`src/rtl/qdac_pkg.sv`:
```
package qdac_pkg;

    localparam int CH_NUM  = 4;
    localparam int DATA_W  = 16;
    localparam int BYTE_W  = 8;
    localparam int CH_W    = $clog2(CH_NUM);
    localparam int MODE_W  = 2;

    typedef enum logic [1:0] {
        PH_CTRL = 2'd0,
        PH_MSB  = 2'd1,
        PH_LSB  = 2'd2
    } phase_t;

    typedef enum logic [1:0] {
        LD_TEMP  = 2'b00,
        LD_ONE   = 2'b01,
        LD_ALL   = 2'b10,
        LD_BCAST = 2'b11
    } load_t;

    typedef struct packed {
        logic [1:0]      addr;
        load_t           load;
        logic            spare;
        logic [CH_W-1:0] chan;
        logic            pd_flag;
    } ctrl_t;

    typedef struct packed {
        logic              wr_one;
        logic              wr_all;
        logic              ld_one;
        logic              ld_all;
        logic              pd_all;
        logic [CH_W-1:0]   chan;
        logic              pd_flag;
        logic [DATA_W-1:0] word;
    } act_t;

    typedef struct packed {
        logic              pend;
        logic [MODE_W-1:0] mode;
        logic [DATA_W-1:0] data;
    } hold_t;

    function automatic logic [MODE_W-1:0] mode_of(input logic [DATA_W-1:0] w);
        return w[DATA_W-1 -: MODE_W];
    endfunction

endpackage

```
`src/rtl/qdac_seq.sv`:
```
module qdac_seq
    import qdac_pkg::*;
(
    input  logic              clk,
    input  logic              rst,
    input  logic              byte_vld,
    input  logic [BYTE_W-1:0] rx_byte,
    input  logic              ack_done,
    input  logic              bus_restart,
    output phase_t            phase,
    output ctrl_t             ctrl,
    output logic [DATA_W-1:0] word,
    output logic              commit
);

    phase_t            phase_q;
    ctrl_t             ctrl_q;
    logic [BYTE_W-1:0] msb_q;
    logic [BYTE_W-1:0] hold_q;

    always_ff @(posedge clk) begin
        if (rst) begin
            phase_q <= PH_CTRL;
            ctrl_q  <= '0;
            msb_q   <= '0;
            hold_q  <= '0;
        end else begin
            if (byte_vld) begin
                hold_q <= rx_byte;
            end
            if (bus_restart) begin
                phase_q <= PH_CTRL;
            end else if (ack_done) begin
                unique case (phase_q)
                    PH_CTRL: begin
                        ctrl_q  <= ctrl_t'(hold_q);
                        phase_q <= PH_MSB;
                    end
                    PH_MSB: begin
                        msb_q   <= hold_q;
                        phase_q <= PH_LSB;
                    end
                    default: begin
                        phase_q <= PH_MSB;
                    end
                endcase
            end
        end
    end

    assign phase  = phase_q;
    assign ctrl   = ctrl_q;
    assign word   = {msb_q, hold_q};
    assign commit = ack_done && !bus_restart && (phase_q == PH_LSB);

endmodule

```
`src/rtl/qdac_decode.sv`:
```
module qdac_decode
    import qdac_pkg::*;
(
    input  logic              commit,
    input  ctrl_t             ctrl,
    input  logic [1:0]        addr_strap,
    input  logic [DATA_W-1:0] word,
    output act_t              act
);

    logic is_bcast;
    logic addr_hit;
    logic take;

    assign is_bcast = (ctrl.load == LD_BCAST);
    assign addr_hit = (ctrl.addr == addr_strap);
    assign take     = commit && (is_bcast || addr_hit);

    always_comb begin
        act         = '0;
        act.chan    = ctrl.chan;
        act.pd_flag = ctrl.pd_flag;
        act.word    = word;
        if (take) begin
            unique case (ctrl.load)
                LD_TEMP: act.wr_one = 1'b1;
                LD_ONE: begin
                    act.wr_one = 1'b1;
                    act.ld_one = 1'b1;
                end
                LD_ALL: begin
                    act.wr_one = 1'b1;
                    act.ld_all = 1'b1;
                end
                default: begin
                    if (!ctrl.chan[CH_W-1]) begin
                        act.ld_all = 1'b1;
                    end else if (!ctrl.pd_flag) begin
                        act.wr_all = 1'b1;
                        act.ld_all = 1'b1;
                    end else begin
                        act.pd_all = 1'b1;
                    end
                end
            endcase
        end
    end

endmodule

```
`src/rtl/qdac_bank.sv`:
```
module qdac_bank
    import qdac_pkg::*;
#(
    parameter int NCH = CH_NUM,
    parameter int DW  = DATA_W,
    localparam int CW = $clog2(NCH)
) (
    input  logic               clk,
    input  logic               rst,
    input  act_t               act,
    input  logic [CW-1:0]      rd_chan,
    output logic [NCH*DW-1:0]  dac_flat,
    output logic [NCH*MODE_W-1:0] pd_flat,
    output logic [DW-1:0]      rd_data
);

    logic [DW-1:0] rd_arr [NCH];

    for (genvar g = 0; g < NCH; g++) begin : g_ch
        hold_t             tmp_q;
        hold_t             tmp_new;
        hold_t             src;
        logic [DW-1:0]     dac_q;
        logic [MODE_W-1:0] pd_q;
        logic              sel;
        logic              wr;
        logic              ld;

        assign sel = (act.chan == CW'(g));
        assign wr  = (act.wr_one && sel) || act.wr_all;
        assign ld  = (act.ld_one && sel) || act.ld_all;

        always_comb begin
            tmp_new = tmp_q;
            if (act.pd_flag && !act.wr_all) begin
                tmp_new.pend = 1'b1;
                tmp_new.mode = mode_of(act.word);
            end else begin
                tmp_new.pend = 1'b0;
                tmp_new.data = act.word[DW-1:0];
            end
            src = wr ? tmp_new : tmp_q;
        end

        always_ff @(posedge clk) begin
            if (rst) begin
                tmp_q <= '0;
                dac_q <= '0;
                pd_q  <= '0;
            end else begin
                if (wr) begin
                    tmp_q <= tmp_new;
                end
                if (act.pd_all) begin
                    pd_q <= mode_of(act.word);
                end else if (ld) begin
                    if (src.pend) begin
                        pd_q <= src.mode;
                    end else begin
                        dac_q <= src.data;
                        pd_q  <= '0;
                    end
                end
            end
        end

        assign dac_flat[g*DW +: DW]         = dac_q;
        assign pd_flat[g*MODE_W +: MODE_W]  = pd_q;
        assign rd_arr[g]                    = tmp_q.data;
    end

    assign rd_data = rd_arr[rd_chan];

endmodule

```
`src/rtl/quad_dac_cmd_core.sv`:
```
module quad_dac_cmd_core
    import qdac_pkg::*;
(
    input  logic                     clk,
    input  logic                     rst,
    input  logic [1:0]               addr_strap,
    input  logic                     byte_vld,
    input  logic [BYTE_W-1:0]        rx_byte,
    input  logic                     ack_done,
    input  logic                     bus_restart,
    input  logic [CH_W-1:0]          rd_chan,
    output logic [CH_NUM*DATA_W-1:0] dac_flat,
    output logic [CH_NUM*MODE_W-1:0] pd_flat,
    output logic [DATA_W-1:0]        rd_data
);

    phase_t            phase_w;
    ctrl_t             ctrl_w;
    logic [DATA_W-1:0] word_w;
    logic              commit_w;
    act_t              act_w;

    qdac_seq u_seq (
        .clk         (clk),
        .rst         (rst),
        .byte_vld    (byte_vld),
        .rx_byte     (rx_byte),
        .ack_done    (ack_done),
        .bus_restart (bus_restart),
        .phase       (phase_w),
        .ctrl        (ctrl_w),
        .word        (word_w),
        .commit      (commit_w)
    );

    qdac_decode u_dec (
        .commit     (commit_w),
        .ctrl       (ctrl_w),
        .addr_strap (addr_strap),
        .word       (word_w),
        .act        (act_w)
    );

    qdac_bank #(
        .NCH (CH_NUM),
        .DW  (DATA_W)
    ) u_bank (
        .clk      (clk),
        .rst      (rst),
        .act      (act_w),
        .rd_chan  (rd_chan),
        .dac_flat (dac_flat),
        .pd_flat  (pd_flat),
        .rd_data  (rd_data)
    );

endmodule

```
`config.mk`:
```
export PLATFORM = sky130hd
export DESIGN_NAME = quad_dac_cmd_core
export DESIGN_NICKNAME = d
export VERILOG_FILES = /design/src/rtl/qdac_pkg.sv /design/src/rtl/qdac_seq.sv /design/src/rtl/qdac_decode.sv /design/src/rtl/qdac_bank.sv /design/src/rtl/quad_dac_cmd_core.sv
export SDC_FILE = /design/constraint.sdc
export NUM_CORES = 1
export LEC_CHECK = 0
export BUFFER_PORTS_ARGS = -buffer_cell sky130_fd_sc_hd__buf_2
export CORE_ASPECT_RATIO = 1.5
export CORE_MARGIN = 1.5
export CORE_UTILIZATION = 30
export CTS_CLUSTER_DIAMETER = 40
export DETAILED_ROUTE_END_ITERATION = 10
export PLACE_DENSITY = 0.57
export SYNTH_ARGS = -nofsm -noshare
export SYNTH_HDL_FRONTEND = slang
export SYNTH_HIERARCHICAL = 1
export SYNTH_SLANG_ARGS = --single-unit
```
`constraint.sdc`:
```
create_clock -name clk -period 3.8 [get_ports clk]
set_clock_uncertainty 0.15 [all_clocks]
set_input_delay 0.57 -clock clk [delete_from_list [all_inputs] [get_ports clk]]
set_output_delay 0.57 -clock clk [all_outputs]
set_load 0.01 [all_outputs]
```
==> key figures <==
Clocking
  – Root Driver: clkbuf_16
  – Max Root-Sink Buffers: 2
  – Clock transition at the registers of the reported paths: around 0.070 ns
  – Htree depth: 4
  – Clock latency on the worst-skew pair: 0.42 ns
  – CTS resizes: 0
  – Setup Buffers After CTS: 0
  – TritonCTS clock tree: built
  – Clock buffer count from CTS: 17
  – Hold_buf cts: 0
  – TritonCTS Sinks: about 170

Min path
  – Hold WC Path Type: primary input to flip-flop

Synth
  – Syn. warnings: 6
  – Post-synthesis cell count: between 600 and 700
  – Synthesized area per cell: 10.6 um^2
  – Syn_nets: 697
  – Post-synthesis cell area: about 0.0072 mm^2

STA
  – Slew Limit Fails: 0
  – Rel. slew slack: 0.495
  – Hold Vio Cnt, Final: 0
  – Final setup violation count: 0
  – FMAX: 360 MHz
  – RSZ-0062 raised after global routing: false
  – Hold slack: between 0.2 and 0.25 ns
  – Crit path time final: around 2.8 ns
  – Tcrit/Tclk final: 0.731
  – Final WS setup: 1.02 ns
  – Slew @ Worst Pin: between 0.7 and 0.8 ns
  – Setup_tns: 0 ns

Route
  – Via/cell ratio: between 4 and 5
  – DRT iter0 DRCs: around 210
  – Wire per inst: around 17 um
  – Drt drc: 0
  – Pre-Repair DR Iteration Count: 4
  – Via count: 5130
  – Post-route ant nets: 0
  – Drt total wl: approximately 19000 um

Setup path
  – Worst Path Required: about 3.9 ns
  – Crit path to: u_bank/g_ch[3].dac_q[10]
  – FF-to-FF Start: u_seq/phase[1]
  – FF-to-FF path depth: 10
  – Crit Reg-Reg Endpoint: u_bank/g_ch[3].dac_q[10]
  – Worst R2R Setup Slack: between 1 and 1.5 ns
  – Critical Path AT: around 2.9 ns
  – CP bufs+invs: 3
  – Critical Path Start Type: flip-flop
  – CP Cell Sequence: nor4bb_1 > buf_4 > nand4_1 > nor2_1 > and3b_1 > a32oi_1 > buf_4 > and2_1 > buf_4 > a211oi_1
  – Crit Path Max Fanout: 16
  – CP delay by family, top: simple AND/OR/NAND/NOR gates
  – Setup crit end kind: flip-flop
  – Crit path largest cell delay: 0.42 ns
  – Crit Path Class: flip-flop to flip-flop
  – Most frequent CP cell: buf_4
  – Critical Path Source: u_seq/phase[1]
  – Stages on worst setup path: 10
  – Slowest CP cell: dfxtp_1

Place
  – GP Congestion: a little over 0.8
  – Place WS: around 0.75 ns
  – Dpl hpwl: approximately 14000 um
  – # port buffers: between 100 and 150

Cells and area
  – Final core utilization: 0.356
  – Most frequent cells in the layout: dfxtp_1 (173), buf_2 (103), mux2i_1 (89), nor2_1 (84), a21oi_1 (76)
  – Most common cell after layout, fill and taps aside: dfxtp_1
  – Filler cells: 2362
  – Layout cells sized above 1: 0.246
  – Area Overhead vs Synth: 17.0%
  – Nets: 768
  – N_diodes: 0

Floorplan
  – Initial Util: 0.305
  – Vert. Die Dim: between 150 and 200 um
  – FP Rows: slightly below 70
  – Core box area: ~0.024 mm^2
  – Die Wd: about 130 um
  – # IOs: roughly 110
  – Die Area: ~0.025 mm^2

Power and ir drop
  – Max IR drop VDD: 0.212 mV
  – Power Density: roughly 440 mW/mm^2
  – Static leakage: about 3.7 nW

Outcome
  – Status: finished clean

Global route
  – GRT Overall Usage: 0.154
  – Vias in the first global route: 5129
  – First-pass GRT wire length: ~29000 um
  – Largest net degree at the start of global routing: 92
  – Grt ovf: 0
  – Initial antenna violation count: 0

Flow run
  – Max Cap Viol: 0
[layer usage]
metal  share of wire  vias to the layer above  track usage
met5               0                        -            0
met4           0.021                        0       0.0583
met3           0.038                       22       0.0308
met2            0.49                      104        0.258
met1            0.45                     2437        0.193
li1                -                     2567            -
[power breakdown]
group          switching, W  internal [W]   total, W
Sequential        0.0000177       0.00182    0.00184
Combinational     0.0000578     0.0000345  0.0000923
Clock              0.000749      0.000997    0.00175
Total              0.000824       0.00285    0.00368
[cell type report]
| class | count | area [um^2] | area share |
|---|---|---|---|
| Sequential cell | 173 | 3460 | 0.412 |
| Multi-Input combinational cell | 433 | 3260 | 0.388 |
| Timing Repair Buffer | 124 | 686 | 0.0816 |
| Clock buffer | 21 | 450 | 0.0536 |
| Tap cell | 319 | 399 | 0.0475 |
| Clock inverter | 11 | 133 | 0.0158 |
| Inverter | 2 | 7.51 | 0.000894 |
[worst min path at each step]
stage                                         from  slack, ns                        to  cells after the start
after floorplan                      u_seq/ctrl[1]       0.30             u_seq/ctrl[1]                      2
after global placement    u_bank/g_ch[3].tmp_q[16]       0.32  u_bank/g_ch[3].tmp_q[16]                      2
after detailed placement  u_bank/g_ch[1].tmp_q[16]       0.33  u_bank/g_ch[1].tmp_q[16]                      2
after CTS                               rx_byte[6]       0.22           u_seq/hold_q[6]                      3
after global routing                    rx_byte[1]       0.23           u_seq/hold_q[1]                      3
final                                   rx_byte[6]       0.23           u_seq/hold_q[6]                      3
[state kept, by name, summed over array words and instances, names as in the netlist]
signal	count
u_bank/g_ch.dac_q	64
u_bank/g_ch.pd_q	8
u_bank/g_ch.tmp_q	76
u_seq/ctrl	7
u_seq/hold_q	8
u_seq/msb_q	8
u_seq/phase	2
[per-stage QoR]
stage                     power, W  cell area, um^2  cells
after floorplan            0.00195             7180    680
after detailed placement   0.00197             7820   1051
after global placement     0.00197             7820   1051
after global routing       0.00379             8400   1083
final                      0.00368             8400   1083
after CTS                  0.00370             8400   1083
[worst register-to-register path, stage by stage, from the launching register on]
cell and delay [ns]:
dfxtp_1 0.42, nor4bb_1 0.29, buf_4 0.18, nand4_1 0.09
nor2_1 0.18, and3b_1 0.32, a32oi_1 0.28, buf_4 0.27
and2_1 0.15, buf_4 0.21, a211oi_1 0.11
Note: power is estimated with default switching activity, not from simulation.
